--- src/rtl/tlenc_pkg.sv ---
// Package tlenc_pkg
// Shared types and constants for the in-band end-of-packet encoder.
// Assumes a data word made of two equal halves; the checksum is one half wide.
package tlenc_pkg;

    localparam int unsigned       DATA_W_DEF = 64;
    localparam logic [63:0]       ESC_WORD_DEF = 64'hDEADBEEFFEEDCAFE;

    // Encoder control states
    typedef enum logic [1:0] {
        ST_PASS = 2'd0,   // words pass straight through
        ST_ESC  = 2'd1,   // escape word held under backpressure
        ST_CTRL = 2'd2,   // control word being offered
        ST_DATA = 2'd3    // original word being offered after escape
    } enc_state_t;

    // Output multiplexer select
    typedef enum logic [1:0] {
        SEL_IN   = 2'd0,
        SEL_ESC  = 2'd1,
        SEL_CTRL = 2'd2
    } out_sel_t;

endpackage

--- src/rtl/tlenc_detect.sv ---
// Module tlenc_detect
// Decides whether the offered input word needs a three-word expansion.
// A word needs one when it ends a packet or when it equals the escape word.
// Purely combinational; assumes in_data is stable while in_valid is held.
module tlenc_detect #(
    parameter int unsigned      DATA_W   = 64,
    parameter logic [DATA_W-1:0] ESC_WORD = 64'hDEADBEEFFEEDCAFE
) (
    input  logic [DATA_W-1:0] in_data,
    input  logic              in_last,
    input  logic              in_valid,
    output logic              is_esc,
    output logic              need_exp
);

    // compare against the reserved word and flag expansion
    always_comb begin
        is_esc   = (in_data == ESC_WORD);
        need_exp = in_valid && (in_last || is_esc);
    end

endmodule

--- src/rtl/tlenc_csum.sv ---
// Module tlenc_csum
// Running per-packet checksum: modulo 2^CSUM_W sum of both halves of
// every accepted word before the final one. It restarts after the final
// word is accepted, on reset and on clear.
// Assumes accept is the input handshake of the encoder.
module tlenc_csum #(
    parameter int unsigned DATA_W = 64,
    localparam int unsigned CSUM_W = DATA_W / 2
) (
    input  logic              clk,
    input  logic              rst_n,
    input  logic              clr,
    input  logic              accept,
    input  logic              in_last,
    input  logic [DATA_W-1:0] in_data,
    output logic [CSUM_W-1:0] csum
);

    logic [CSUM_W-1:0] lo_half;
    logic [CSUM_W-1:0] hi_half;
    logic [CSUM_W-1:0] csum_sum;

    // split the word and form the updated sum
    always_comb begin
        lo_half  = in_data[CSUM_W-1:0];
        hi_half  = in_data[DATA_W-1:CSUM_W];
        csum_sum = csum + lo_half + hi_half;
    end

    // accumulate body words, restart on the final word
    always_ff @(posedge clk) begin
        if (!rst_n || clr) begin
            csum <= '0;
        end else if (accept && in_last) begin
            csum <= '0;
        end else if (accept) begin
            csum <= csum_sum;
        end
    end


    csum_restart_chk: assert property (@(posedge clk) disable iff (!rst_n)
        (accept && in_last && !clr) |=> (csum == '0));


    csum_clear_chk: assert property (@(posedge clk) disable iff (!rst_n)
        clr |=> (csum == '0));

endmodule

--- src/rtl/tlenc_fsm.sv ---
// Module tlenc_fsm
// Sequencer for the three-word expansion. It chooses what the output
// shows and drives both handshake outputs. It assumes the input word and
// its end flag are held stable until they are accepted.
module tlenc_fsm
    import tlenc_pkg::*;
(
    input  logic       clk,
    input  logic       rst_n,
    input  logic       clr,
    input  logic       in_valid,
    input  logic       need_exp,
    input  logic       out_ready,
    output logic       in_ready,
    output logic       out_valid,
    output out_sel_t   sel,
    output enc_state_t state
);

    enc_state_t nxt;

    // next state, output select and handshakes
    always_comb begin
        nxt       = state;
        sel       = SEL_IN;
        out_valid = in_valid;
        in_ready  = out_ready;
        unique case (state)
            ST_PASS: begin
                if (need_exp) begin
                    sel       = SEL_ESC;
                    out_valid = 1'b1;
                    in_ready  = 1'b0;
                    nxt       = out_ready ? ST_CTRL : ST_ESC;
                end
            end
            ST_ESC: begin
                sel       = SEL_ESC;
                out_valid = 1'b1;
                in_ready  = 1'b0;
                if (out_ready) nxt = ST_CTRL;
            end
            ST_CTRL: begin
                sel       = SEL_CTRL;
                out_valid = 1'b1;
                in_ready  = 1'b0;
                if (out_ready) nxt = ST_DATA;
            end
            ST_DATA: begin
                if (in_valid && out_ready) nxt = ST_PASS;
            end
            default: nxt = ST_PASS;
        endcase
    end

    // state register
    always_ff @(posedge clk) begin
        if (!rst_n || clr) state <= ST_PASS;
        else               state <= nxt;
    end


    ctrl_advance_chk: assert property (@(posedge clk) disable iff (!rst_n)
        (state == ST_CTRL && out_ready && !clr) |=> (state == ST_DATA));


    ctrl_hold_chk: assert property (@(posedge clk) disable iff (!rst_n)
        (state == ST_CTRL && !out_ready && !clr) |=> (state == ST_CTRL));


    reset_state_chk: assert property (@(posedge clk)
        !rst_n |=> (state == ST_PASS));

endmodule

--- src/rtl/tlast_esc_encoder.sv ---
// Module tlast_esc_encoder
// Top level: removes the end-of-packet sideband and marks boundaries and
// escape-valued data in band. Pass-through words have no added latency.
// Assumes the upstream keeps to the valid/ready rules (held data while
// valid and not ready).
module tlast_esc_encoder
    import tlenc_pkg::*;
#(
    parameter int unsigned       DATA_W   = DATA_W_DEF,
    parameter logic [DATA_W-1:0] ESC_WORD = ESC_WORD_DEF,
    localparam int unsigned      CSUM_W   = DATA_W / 2
) (
    input  logic              clk,
    input  logic              rst_n,
    input  logic              clr,
    input  logic [DATA_W-1:0] in_data,
    input  logic              in_last,
    input  logic              in_valid,
    output logic              in_ready,
    output logic [DATA_W-1:0] out_data,
    output logic              out_valid,
    input  logic              out_ready
);

    logic              is_esc;
    logic              need_exp;
    logic              accept;
    logic [CSUM_W-1:0] csum;
    logic [DATA_W-1:0] ctrl_word;
    out_sel_t          sel;
    enc_state_t        state;

    tlenc_detect #(.DATA_W(DATA_W), .ESC_WORD(ESC_WORD)) u_detect (
        .in_data  (in_data),
        .in_last  (in_last),
        .in_valid (in_valid),
        .is_esc   (is_esc),
        .need_exp (need_exp)
    );

    tlenc_fsm u_fsm (
        .clk       (clk),
        .rst_n     (rst_n),
        .clr       (clr),
        .in_valid  (in_valid),
        .need_exp  (need_exp),
        .out_ready (out_ready),
        .in_ready  (in_ready),
        .out_valid (out_valid),
        .sel       (sel),
        .state     (state)
    );

    // input handshake used by the checksum
    always_comb accept = in_valid && in_ready;

    tlenc_csum #(.DATA_W(DATA_W)) u_csum (
        .clk     (clk),
        .rst_n   (rst_n),
        .clr     (clr),
        .accept  (accept),
        .in_last (in_last),
        .in_data (in_data),
        .csum    (csum)
    );

    // control word: checksum and end flag for a final word, zero otherwise
    always_comb begin
        ctrl_word = '0;
        if (in_last) begin
            ctrl_word[DATA_W-1:CSUM_W] = csum;
            ctrl_word[0]               = 1'b1;
        end
    end

    // output multiplexer
    always_comb begin
        unique case (sel)
            SEL_ESC:  out_data = ESC_WORD;
            SEL_CTRL: out_data = ctrl_word;
            default:  out_data = in_data;
        endcase
    end


    out_stable_chk: assert property (@(posedge clk) disable iff (!rst_n || clr)
        (out_valid && !out_ready) |=> (out_valid && $stable(out_data)));


    accept_emits_chk: assert property (@(posedge clk) disable iff (!rst_n)
        accept |-> (out_valid && out_ready && out_data == in_data));


    plain_pass_chk: assert property (@(posedge clk) disable iff (!rst_n)
        (state == ST_PASS && in_valid && !in_last && !is_esc)
            |-> (out_valid && out_data == in_data));


    literal_ctrl_chk: assert property (@(posedge clk) disable iff (!rst_n)
        (state == ST_CTRL && in_valid && !in_last) |-> (out_data == '0));


    eop_flag_chk: assert property (@(posedge clk) disable iff (!rst_n)
        (state == ST_CTRL && in_valid && in_last) |-> (out_data[CSUM_W-1:0] == 1));

endmodule

--- config.mk ---
export PLATFORM = sky130hd
export DESIGN_NAME = tlast_esc_encoder
export DESIGN_NICKNAME = d
export VERILOG_FILES = /design/src/rtl/tlenc_pkg.sv /design/src/rtl/tlenc_detect.sv /design/src/rtl/tlenc_csum.sv /design/src/rtl/tlenc_fsm.sv /design/src/rtl/tlast_esc_encoder.sv
export SDC_FILE = /design/constraint.sdc
export NUM_CORES = 1
export LEC_CHECK = 0
export ABC_AREA = 1
export BUFFER_PORTS_ARGS = -buffer_cell sky130_fd_sc_hd__buf_2
export CAP_MARGIN = 20
export CORE_UTILIZATION = 55
export CTS_CLUSTER_DIAMETER = 150
export DETAILED_ROUTE_END_ITERATION = 12
export PLACE_DENSITY_LB_ADDON = 0.2
export SLEW_MARGIN = 20
export SYNTH_ARGS = -nofsm -noshare
export SYNTH_HDL_FRONTEND = slang
export SYNTH_SLANG_ARGS = --single-unit
--- constraint.sdc ---
create_clock -name clk -period 6.5 [get_ports clk]
set_input_delay 0.975 -clock clk [delete_from_list [all_inputs] [get_ports clk]]
set_output_delay 0.975 -clock clk [all_outputs]
set_load 0.02 [all_outputs]
# Word-level counts from Yosys, hierarchy flattened
# Index checks and enable logic that the tools add are counted.
[op_classes]
add_sub_neg = 2
mux = 15
n_eq_ne = 10
reduce_logical = 11
[ops]
columns = ["operator", "count"]
rows = [
  ["$pmux 64 s2", 1],
  ["$add 32x32->32", 2],
  ["$eq 64x64->1 const B", 1],
  ["$mux 32", 1],
  ["$mux 2", 5],
  ["$pmux 2 s4", 1],
  ["$eq 2x2->1 const B", 3],
  ["$ne 2x2->1 const B", 3],
  ["$pmux 2 s3", 1],
  ["$eq 2x1->1 const B", 2],
  ["$logic_and 1x1->1", 4],
  ["$mux 1", 4],
  ["$pmux 1 s2", 2],
  ["$reduce_and 4->1", 1],
  ["$reduce_or 2->1", 2],
  ["$logic_not 2->1", 1],
  ["$logic_or 1x1->1", 2],
  ["$ne 2x1->1 const B", 1],
  ["$logic_not 1->1", 1],
]
[word_totals]
regBits = 34
out_inout_bits = 66
wordCells = 40
in_bits = 70

# Depth between registers and ports, before layout
# Gate-level depths: netlist of run 1.
[depth]
ltp_word = 8
depth_mapped = 18
mapped_depth_nobuf = 18

# Modules after synthesis
# Synthesis of run 1 repeated with hierarchy kept, for this count alone.
[hier_totals]
cells_unflattened = 1111
hier_area_um2 = 6113.4
[modules_own_cells]
columns = ["mod", "n_inst", "area_per_inst_um2", "cells_each", "seq_area_each_um2"]
rows = [
  ["tlenc_csum", 1, 4209.0, 685, 640.6],
  ["tlast_esc_encoder", 1, 1067.3, 241, 0.0],
  ["tlenc_detect", 1, 559.3, 137, 0.0],
  ["tlenc_fsm", 1, 277.8, 48, 40.0],
]

# Worst setup path after synthesis of run 1
# Ideal clock, no wire load.
[synth_timing]
kind = "input to output"
start = "input port in_data[48]"
end = "output port out_data[0]"
required_time_ps = 5525
n_path_buf = 0
setup_slack_ps = 3250
arrival_ps = 2275
path_stages = 13
cell_sequence = "inv_1 nor2_1 nand2_1 nor2_1 nand2_1 nor2_1 nand2_1 nand2_1 nand3_1 a21oi_1 nand2_1 nand2_2 o21ai_0"
[synth_via]
elab_chain_cells = 7
word_cells_on_any_way = 8
classes_between = "eq/ne: 3; mux: 3; reduce/logical: 2"
[synth_lines]
columns = ["item", "line", "source"]
rows = [
  ["start, declared", "tlast_esc_encoder.sv:16", "input logic [DATA_W-1:0] in_data,"],
  ["$eq 64x64->1 *", "tlenc_detect.sv:18", "is_esc = (in_data == ESC_WORD);"],
  ["$logic_or 1x1->1 *", "tlenc_detect.sv:19", "need_exp = in_valid && (in_last || is_esc);"],
  ["$logic_and 1x1->1 *", "tlenc_detect.sv:19", ""],
  ["$mux 1 *", "tlenc_fsm.sv:30", "if (need_exp) begin"],
  ["$pmux 2 s3 *", "tlenc_fsm.sv:28", "unique case (state)"],
  ["$eq 2x2->1 / $eq 2x1->1 (equally long branches)", "tlast_esc_encoder.sv:78", "unique case (sel)"],
  ["$pmux 64 s2 *", "tlast_esc_encoder.sv:78", ""],
  ["end, declared", "tlast_esc_encoder.sv:20", "output logic [DATA_W-1:0] out_data,"],
]
# Every way passes the cells marked *; elsewhere a longest branch is shown, timed or not.

# Worst setup path in the final report of run 1
[layout_timing]
start = "input port in_data[60]"
end = "output port out_data[0]"
# The elaborated chain is that of the path after synthesis.

==> flow_summary.yaml, run 1 <==
timing:
  post-route-period-util: 0.6976
  setup_viol: 0
  relSlewSlack: 0.3357
  finalSetupTns_ns: 0
  slew_viol_final: 0
  hold_viol_final: 0
  finClkSkew_ns: 0.009230
  post-route-min-period_ns: 4.534
  setup_slack_ns: 1.966
  max_freq_ghz: 0.2205
  tightestPinTransition_ns: 0.9929
  rsz0062_at_grt: "false"
synthesis:
  ys.warnings.count: 0
  synth_top_family_by_area: "simple AND/OR/NAND/NOR gates"
  postSynthCellCount: 935
  syn_nets: 1074
  synth.distinct_cells: 32
  synthArstFlopShare: 0
  synthAdderAreaFrac: 0.2024
  netlist_area_um2: 5453
  synth_seq_area_share: 0.1248
  avgSynthCellArea_um2: 5.832
  synth-compound-area-share: 0.08513
  synth-main-ff-cell: "dfxtp_1"
  synth-simple-area-share: 0.4268
  synth-edff-count: 0
  ys_ff_latch: 34
  synthMuxAreaShare: 0
  synthXorXnorAreaFrac: 0.03052
die:
  num_io_pins: 136
  dieWidth_um: 101.6
  die_h_um: 101.6
  start_util: 0.5791
  rows: 35
  dieArea_um2: 10320
  coreArea_um2: 9415
cells_and_area:
  fillerInstances: 966
  mostFrequentLayoutCells: "nand2_1 (367), inv_1 (148), buf_2 (135)"
  final_nets: 1189
  antennaDiodeCount: 0
  post-route-util: 0.6639
  layout_commonest_cell: "nand2_1"
  drive_gt1_frac: 0.1494
  area_delta_synth_final_pct: 14.64
job:
  cap_violations: 0
drt:
  ant_nets: 0
  route.detailed.drc: 0
  routedWlPerCell_um: 14.11
  drt_iter0_markers: 339
  drt_first_pass_iters: 5
  viasPerCell: 5.290
  vias: 6242
  routed_wl_um: 16640
global_routing:
  grt_pass1_vias: 5342
  antenna_found_initial: 0
  overflow: 0
  grt_usage: 0.3290
  grt_pass1_wl_um: 26240
  grt_start_max_net_pins: 56
placement:
  place_ws_ns: 2.011
  portBuffers: 135
  hpwl_um: 13270
  gp_congestion: 1.069
hold_path:
  worstHoldStart: "u_csum.csum[0]$_SDFFE_PP0P_"
  hold_class: "reg -> reg"
clock_tree:
  clk_path_buf_depth: 2
  cts_resized: 0
  cts_sinks: 34
  htree_levels: 2
  cts_hold_buf: 0
  insertion_delay_ns: 0.31
  cts_buffers: 5
  cts_root_buf: "clkbuf_8"
  cts_setup_buffers: 0
  clk_pin_slew_ns: 0.09
  cts_tree: "done"
worst_setup_path:
  cp-startpoint: "in_data[60]"
  cp-end-kind: "output port"
  critPathKind: "in -> out"
  start_kind: "primary input"
  reg2reg_from: "u_csum.csum[1]$_SDFFE_PP0P_"
  cp.required_ns: 5.52
  worstPathArrival_ns: 3.56
  path_max_fanout: 55
outcome:
  outcome: "completed"
pwr:
  peakVddDrop_uv: 110.8
  leakagePower_uw: 0.003573
  power_uw: 1083
  power_density_nw_per_um2: 173.2
[flip-flops by register name (all words and copies together), names as in the netlist]
| name | count |
|---|---|
| u_csum.csum | 32 |
| u_fsm.state | 2 |
[synthesized netlist by cell type, drive strengths merged (13+ instances only)]
cell type	number	area, um^2
nand3	54	270.3
nand4	42	277.8
nand2	372	1411
ha	37	462.9
clkbuf	13	48.80
o21ai	13	65.06
dfxtp	34	680.7
fa	32	640.6
inv	148	555.5
nor2	78	292.8
a21oi	43	237.7
buf	16	102.6
[worst max-delay path, cell delays in order]
cell     delay, ns
buf_2         0.10
inv_1         0.05
nor2_1        0.10
nand2_1       0.07
nor2_1        0.17
nand2_1       0.12
nor2_1        0.12
nand2_1       0.07
nand2_1       0.08
nand3_1       0.06
a21oi_1       0.18
nand2_2       0.59
nand2_2       0.55
o21ai_0       0.12
buf_2         0.20
[final timing paths]
kind | endpoint | slack (ns) | cells after the start
worst max-delay path | out_data[0] | 1.97 | 15
worst max register to register | u_csum.csum[17]$_SDFFE_PP0P_ | 3.53 | 12
worst min register to register | u_csum.csum[0]$_SDFFE_PP0P_ | 0.47 | 2
worst min-delay path | u_csum.csum[0]$_SDFFE_PP0P_ | 0.47 | 2
[layout make-up]
class | count | area [um^2] | share of cell area
Multi-Input combinational cell | 723 | 4064 | 0.6501
Timing Repair Buffer | 137 | 690.7 | 0.1105
Sequential cell | 34 | 680.7 | 0.1089
Inverter | 149 | 559.3 | 0.08947
Tap cell | 129 | 161.4 | 0.02582
Clock buffer | 6 | 82.58 | 0.01321
Clock inverter | 2 | 12.51 | 0.002002
[logic make-up after synthesis]
logic type,after synthesis
flops,34
compound gates,77
buf+inv,178
simple gates,558
xor+xnor,19
fa+ha+maj,69
[metal layers]
| metal | global-route usage | vias up | share of wire |
|---|---|---|---|
| li1 | - | 3150 | - |
| met1 | 0.4361 | 2817 | 0.43 |
| met2 | 0.5520 | 243 | 0.47 |
| met3 | 0.05176 | 32 | 0.076 |
| met4 | 0.09365 | 0 | 0.022 |
| met5 | 0 | - | 0 |
[metrics by stage]
stage	hold WS (ns)	std cells	area [um^2]
6_report	0.4723	1180	6251
5_1_grt	0.5024	1180	6251
4_1_cts	0.4754	1180	6251
3_5_place_dp	0.4627	1172	6156
3_3_place_gp	0.4516	1172	6156
2_1_floorplan	0.4375	935	5453
[where the power goes]
part	switching, uW	internal (uW)
clock network	97.3	85.5
logic	449	229
registers	6.76	215
total	553	530
Note: power is estimated with default switching activity, not from simulation.
==> run 2: changes to the inputs <==
Settings changed: ABC_AREA 1 to 0, CORE_UTILIZATION 55 to 54.
Clock period 6.5 ns to 4.3 ns, I/O delays scaled along.
==> run 2 against run 1 <==
Combinational power up 23%; flip-flop and latch count unchanged; power up 32%; clock skew down 0.0025 ns; sequential share of layout area up 1.2 points; critical path type unchanged; critical endpoint is now out_data[20].
==> flow_summary.yaml, run 2 <==
worst_setup_path:
  critPathTopFamily: "simple AND/OR/NAND/NOR gates"
  cp.required_ns: 3.65
  critical-path-slowest-cell: "a21o_2"
  path_buf_inv: 2
  critPathKind: "in -> out"
  worstPathArrival_ns: 2.99
  cp-end-kind: "output port"
  start_kind: "primary input"
  slowest_delay_ns: 0.57
  path_max_fanout: 64
  crit_chain: "buf_2 -> nand4b_1 -> nor4_1 -> nand4_1 -> nand2_1 -> nand4_1 -> a21o_2 -> and3_1 -> buf_2"
die:
  die_h_um: 96.72
  start_util: 0.5555
  coreArea_um2: 8721
  num_io_pins: 136
  rows: 34
  dieWidth_um: 96.72
  dieArea_um2: 9355
synthesis:
  netlist_area_um2: 4845
  synth_seq_area_share: 0.1405
  synthArstFlopShare: 0
  avgSynthCellArea_um2: 7.593
  ys.warnings.count: 0
  synth-main-ff-cell: "dfxtp_1"
  synth-edff-count: 0
  synth.top_cells.by_count: "nand2_1 (95), a21oi_1 (71), o21ai_0 (51)"
  synth_top_area_share: 0.1405
  ys_ff_latch: 34
  syn_nets: 777
  yosysMostFrequentCell: "nand2_1"
  synth.distinct_cells: 70
  postSynthCellCount: 638
  yosys-top-cells-area: "dfxtp_1 (14%), fa_1 (13%), ha_1 (9.6%), nand2_1 (7.4%), a21oi_1 (7.3%)"
  synth_top_area_cell: "dfxtp_1"
clock_tree:
  clk_pin_slew_ns: 0.08
  clk_path_buf_depth: 2
  cts_setup_buffers: 0
  insertion_delay_ns: 0.29
  cts_hold_buf: 0
  cts_sinks: 34
  cts_root_buf: "clkbuf_8"
  cts_buffers: 5
  cts_tree: "done"
  cts_resized: 0
  htree_levels: 2
timing:
  post-route-min-period_ns: 3.631
  finalSetupTns_ns: 0
  relSlewSlack: 0.2519
  post-route-period-util: 0.8445
  hold_ws_ns: 0.4863
  rsz0062_at_grt: "false"
  hold_viol_final: 0
  max_freq_ghz: 0.2754
  finClkSkew_ns: 0.006775
  tightestPinTransition_ns: 1.121
  setup_slack_ns: 0.6687
  setup_viol: 0
  slew_viol_final: 0
pwr:
  peakVddDrop_uv: 189.0
  power_uw: 1432
  power_density_nw_per_um2: 254.1
  leakagePower_uw: 0.002637
placement:
  dp.cells: 849
  portBuffers: 135
  place_ws_ns: 0.6692
  hpwl_um: 11850
  gp_congestion: 0.9304
cells_and_area:
  drive_gt1_frac: 0.2310
  largest-register: "u_csum.csum"
  fillerInstances: 784
  seq_area_um2: 680.7
  mostFrequentLayoutCells: "buf_2 (135), nand2_1 (95), a21oi_1 (71)"
  final_nets: 887
  largest_register_ffs: 32
  area_delta_synth_final_pct: 16.27
  reg_top3: "u_csum.csum: 32 flops, u_fsm.state: 2 flops"
  stdcell_count: 857
  layout_commonest_cell: "buf_2"
  antennaDiodeCount: 0
  multi_input_area_um2: 3847
drt:
  routed_wl_um: 15250
  route.detailed.drc: 0
  drt_iter0_markers: 256
  routedWlPerCell_um: 17.79
  drt_first_pass_iters: 5
  vias: 5242
  viasPerCell: 6.117
  ant_nets: 0
global_routing:
  grt_usage: 0.3269
  overflow: 0
  grt_start_max_net_pins: 69
  grt_pass1_vias: 5086
  grt_pass1_wl_um: 25020
  antenna_found_initial: 0
outcome:
  outcome: "completed"
job:
  cap_violations: 0
hold_path:
  hold_class: "reg -> reg"
==> run 2: metal layers <==
layer | global-route usage | share of wire
met1 | 0.4251 | 0.42
met3 | 0.05780 | 0.074
met5 | 0 | 0
met4 | 0.1343 | 0.037
met2 | 0.5358 | 0.47
==> run 2: kinds of logic after synthesis <==
family	count (synthesis)	synth area share
adder cells (fa/ha/maj)	69	0.2278
multiplexers	8	0.01679
XOR/XNOR	20	0.03616
AND/OR/NAND/NOR	235	0.2541
flip-flops	34	0.1405
AO/OA/AOI/OAI	192	0.2565
buffers and inverters	80	0.06818
==> run 2: where the power goes <==
| group | internal (uW) | total [uW] | switching (uW) | leakage [uW] |
|---|---|---|---|---|
| clock network | 130 | 263 | 133 | 0.0000482 |
| registers | 323 | 332 | 8.66 | 0.000275 |
| logic | 309 | 837 | 528 | 0.00231 |
==> run 2: path summary, 6_finish.rpt <==
kind                           startpoint                      endpoint  slack (ns)  cells past startpoint
max                           in_data[36]                  out_data[20]        0.67                      9
min          u_csum.csum[12]$_SDFFE_PP0P_  u_csum.csum[12]$_SDFFE_PP0P_        0.49                      2
max reg2reg   u_csum.csum[1]$_SDFFE_PP0P_  u_csum.csum[19]$_SDFFE_PP0P_        1.11                     11
min reg2reg  u_csum.csum[12]$_SDFFE_PP0P_  u_csum.csum[12]$_SDFFE_PP0P_        0.49                      2
==> run 2: tightest hold or removal path: cells and delay by family (launching register included) <==
kind | cells | cell delay, ns
AOI/OAI and AO/OA | 1 | 0.05
DFF | 1 | 0.33
and+or+nand+nor | 1 | 0.06
==> run 2: layout make-up <==
| type | count | share of cell area |
|---|---|---|
| clock inverters | 1 | 0.0008885 |
| multi-input cells | 524 | 0.6830 |
| well taps | 108 | 0.02399 |
| inverters | 42 | 0.02799 |
| flip-flops and latches | 34 | 0.1208 |
| clock buffers | 7 | 0.01533 |
| repair buffers | 141 | 0.1279 |
==> run 2: metrics by stage <==
step | util | area, um^2
2_1_floorplan | - | 4845
3_3_place_gp | 0.6354 | 5542
3_5_place_dp | 0.6354 | 5542
4_1_cts | 0.6459 | 5633
5_1_grt | 0.6459 | 5633
6_report | 0.6459 | 5633
==> run 3: changes to the inputs <==
Settings changed: CORE_UTILIZATION 54 to 49.
Clock period 4.3 ns to 3.15 ns, I/O delays scaled along.
==> run 3 against run 2 <==
Combinational power rose by 49%; routed wire length rose by 7.9%; cell count rose by 7.6%; clock skew rose by 0.0026 ns; sequential power rose by 36%; non-clock buffer count rose by 44; die area rose by 10%.
==> flow_summary.yaml, run 3 (same netlist as run 2, synthesis figures left out) <==
die:
  dieWidth_um: 101.4
  die_h_um: 101.4
  rows: 35
  num_io_pins: 136
  coreArea_um2: 9415
  start_util: 0.5146
  dieArea_um2: 10290
cells_and_area:
  mostFrequentLayoutCells: "buf_2 (135), nand2_1 (95), a21oi_1 (71)"
  stdcell_count: 922
  drive_gt1_frac: 0.2825
  largest_register_ffs: 32
  antennaDiodeCount: 0
  reg_top3: "u_csum.csum: 32 flops, u_fsm.state: 2 flops"
  layout_commonest_cell: "buf_2"
  final_nets: 931
  largest-register: "u_csum.csum"
  area_delta_synth_final_pct: 25.31
worst_setup_path:
  start_kind: "flop"
  critPathKind: "reg -> reg"
  cp.required_ns: 3.32
  path_max_fanout: 3
  reg2reg_slack_ns: 0.12
  worstPathArrival_ns: 3.20
  cp-end-kind: "flop"
drt:
  drt_first_pass_iters: 5
  routedWlPerCell_um: 17.84
  route.detailed.drc: 0
  drt_iter0_markers: 297
  viasPerCell: 5.921
  routed_wl_um: 16450
  vias: 5459
  ant_nets: 0
placement:
  portBuffers: 135
  gp_congestion: 0.9650
  place_ws_ns: -0.2019
  hpwl_um: 13030
  dp.cells: 914
timing:
  post-route-min-period_ns: 3.026
  slew_viol_final: 0
  hold_viol_final: 0
  setup_slack_ns: 0.1235
  max_freq_ghz: 0.3304
  tightestPinTransition_ns: 0.9723
  post-route-period-util: 0.9608
  finClkSkew_ns: 0.009339
  relSlewSlack: 0.3511
  setup_viol: 0
  rsz0062_at_grt: "false"
global_routing:
  grt_pass1_wl_um: 25570
  antenna_found_initial: 0
  grt_start_max_net_pins: 69
  overflow: 0
  grt_pass1_vias: 5141
  grt_usage: 0.3219
clock_tree:
  cts_tree: "done"
  cts_root_buf: "clkbuf_8"
  clk_path_buf_depth: 2
  cts_buffers: 5
  clk_pin_slew_ns: 0.09
  insertion_delay_ns: 0.30
  htree_levels: 2
  cts_sinks: 34
outcome:
  outcome: "completed"
job:
  cap_violations: 0
pwr:
  leakagePower_uw: 0.002877
  power_uw: 2126
  power_density_nw_per_um2: 350.2
  peakVddDrop_uv: 179.7
hold_path:
  hold_class: "reg -> reg"
## run 3: cell types whose count changed in the layout (fill, tap and decap cells not counted), sizes merged
cell,previous run,this run
clkbuf,7,5
buf,141,185
bufinv,0,1
clkinv,1,2
## run 3: where the power goes
group	switching, uW	total [uW]	internal [uW]
registers	11.9	453	441
clock network	191	425	233
logic	752	1250	496
total	955	2130	1170
## run 3: worst paths after layout
| kind | cells past startpoint | endpoint | startpoint |
|---|---|---|---|
| worst max-delay path | 11 | u_csum.csum[19]$_SDFFE_PP0P_ | u_csum.csum[1]$_SDFFE_PP0P_ |
| worst min-delay path | 2 | u_csum.csum[1]$_SDFFE_PP0P_ | u_csum.csum[1]$_SDFFE_PP0P_ |
| worst min register to register | 2 | u_csum.csum[1]$_SDFFE_PP0P_ | u_csum.csum[1]$_SDFFE_PP0P_ |
| worst max register to register | 11 | u_csum.csum[19]$_SDFFE_PP0P_ | u_csum.csum[1]$_SDFFE_PP0P_ |
## run 3: per-stage QoR
step / TNS [ns] / cell area [um^2] / utilization / hold WS [ns]
after floorplan: 0 / 4845 / - / 0.4536
after global placement: -0.2876 / 5936 / 0.6304 / 0.4668
after detailed placement: -0.6325 / 5936 / 0.6304 / 0.4708
after CTS: 0 / 6045 / 0.6420 / 0.4825
after global routing: 0 / 6071 / 0.6448 / 0.5038
final: 0 / 6071 / 0.6448 / 0.4793
## run 3: per-layer routing
layer  up-vias  global-route usage  wire [um]  share of wire
met1      2624              0.4169       7154           0.43
met2       212              0.5604       7932           0.48
li1       2599                   -          -              -
met3        24             0.04486       1037          0.063
met4         0             0.08807        328          0.020
met5         -                   0          0              0
## run 3: repair_timing
action / 4_1_cts / 5_1_grt
hold buffers: 0 / 0
resized for setup: 0 / 6
endpoints found under the setup margin: 0 / 20
setup buffers: 0 / 0
## run 3: worst max-delay path, cell delays in order, from the launching register on
cell and delay, ns:
dfxtp_2 0.34, fa_1 0.45, ha_1 0.24, fa_2 0.36, a211oi_2 0.29, o2111ai_2 0.21, a22o_1 0.23, o21a_1 0.19
o21a_1 0.19, o21ai_2 0.12, mux2i_1 0.19, nand3_1 0.09
## run 3: final cells by class
cell class | count | area, um^2
flip-flops and latches | 34 | 681.9
clock inverters | 3 | 40.04
clock buffers | 5 | 68.82
repair buffers | 185 | 1089
fillers | 864 | 3344
inverters | 42 | 157.7
well taps | 129 | 161.4
multi-input cells | 524 | 3872
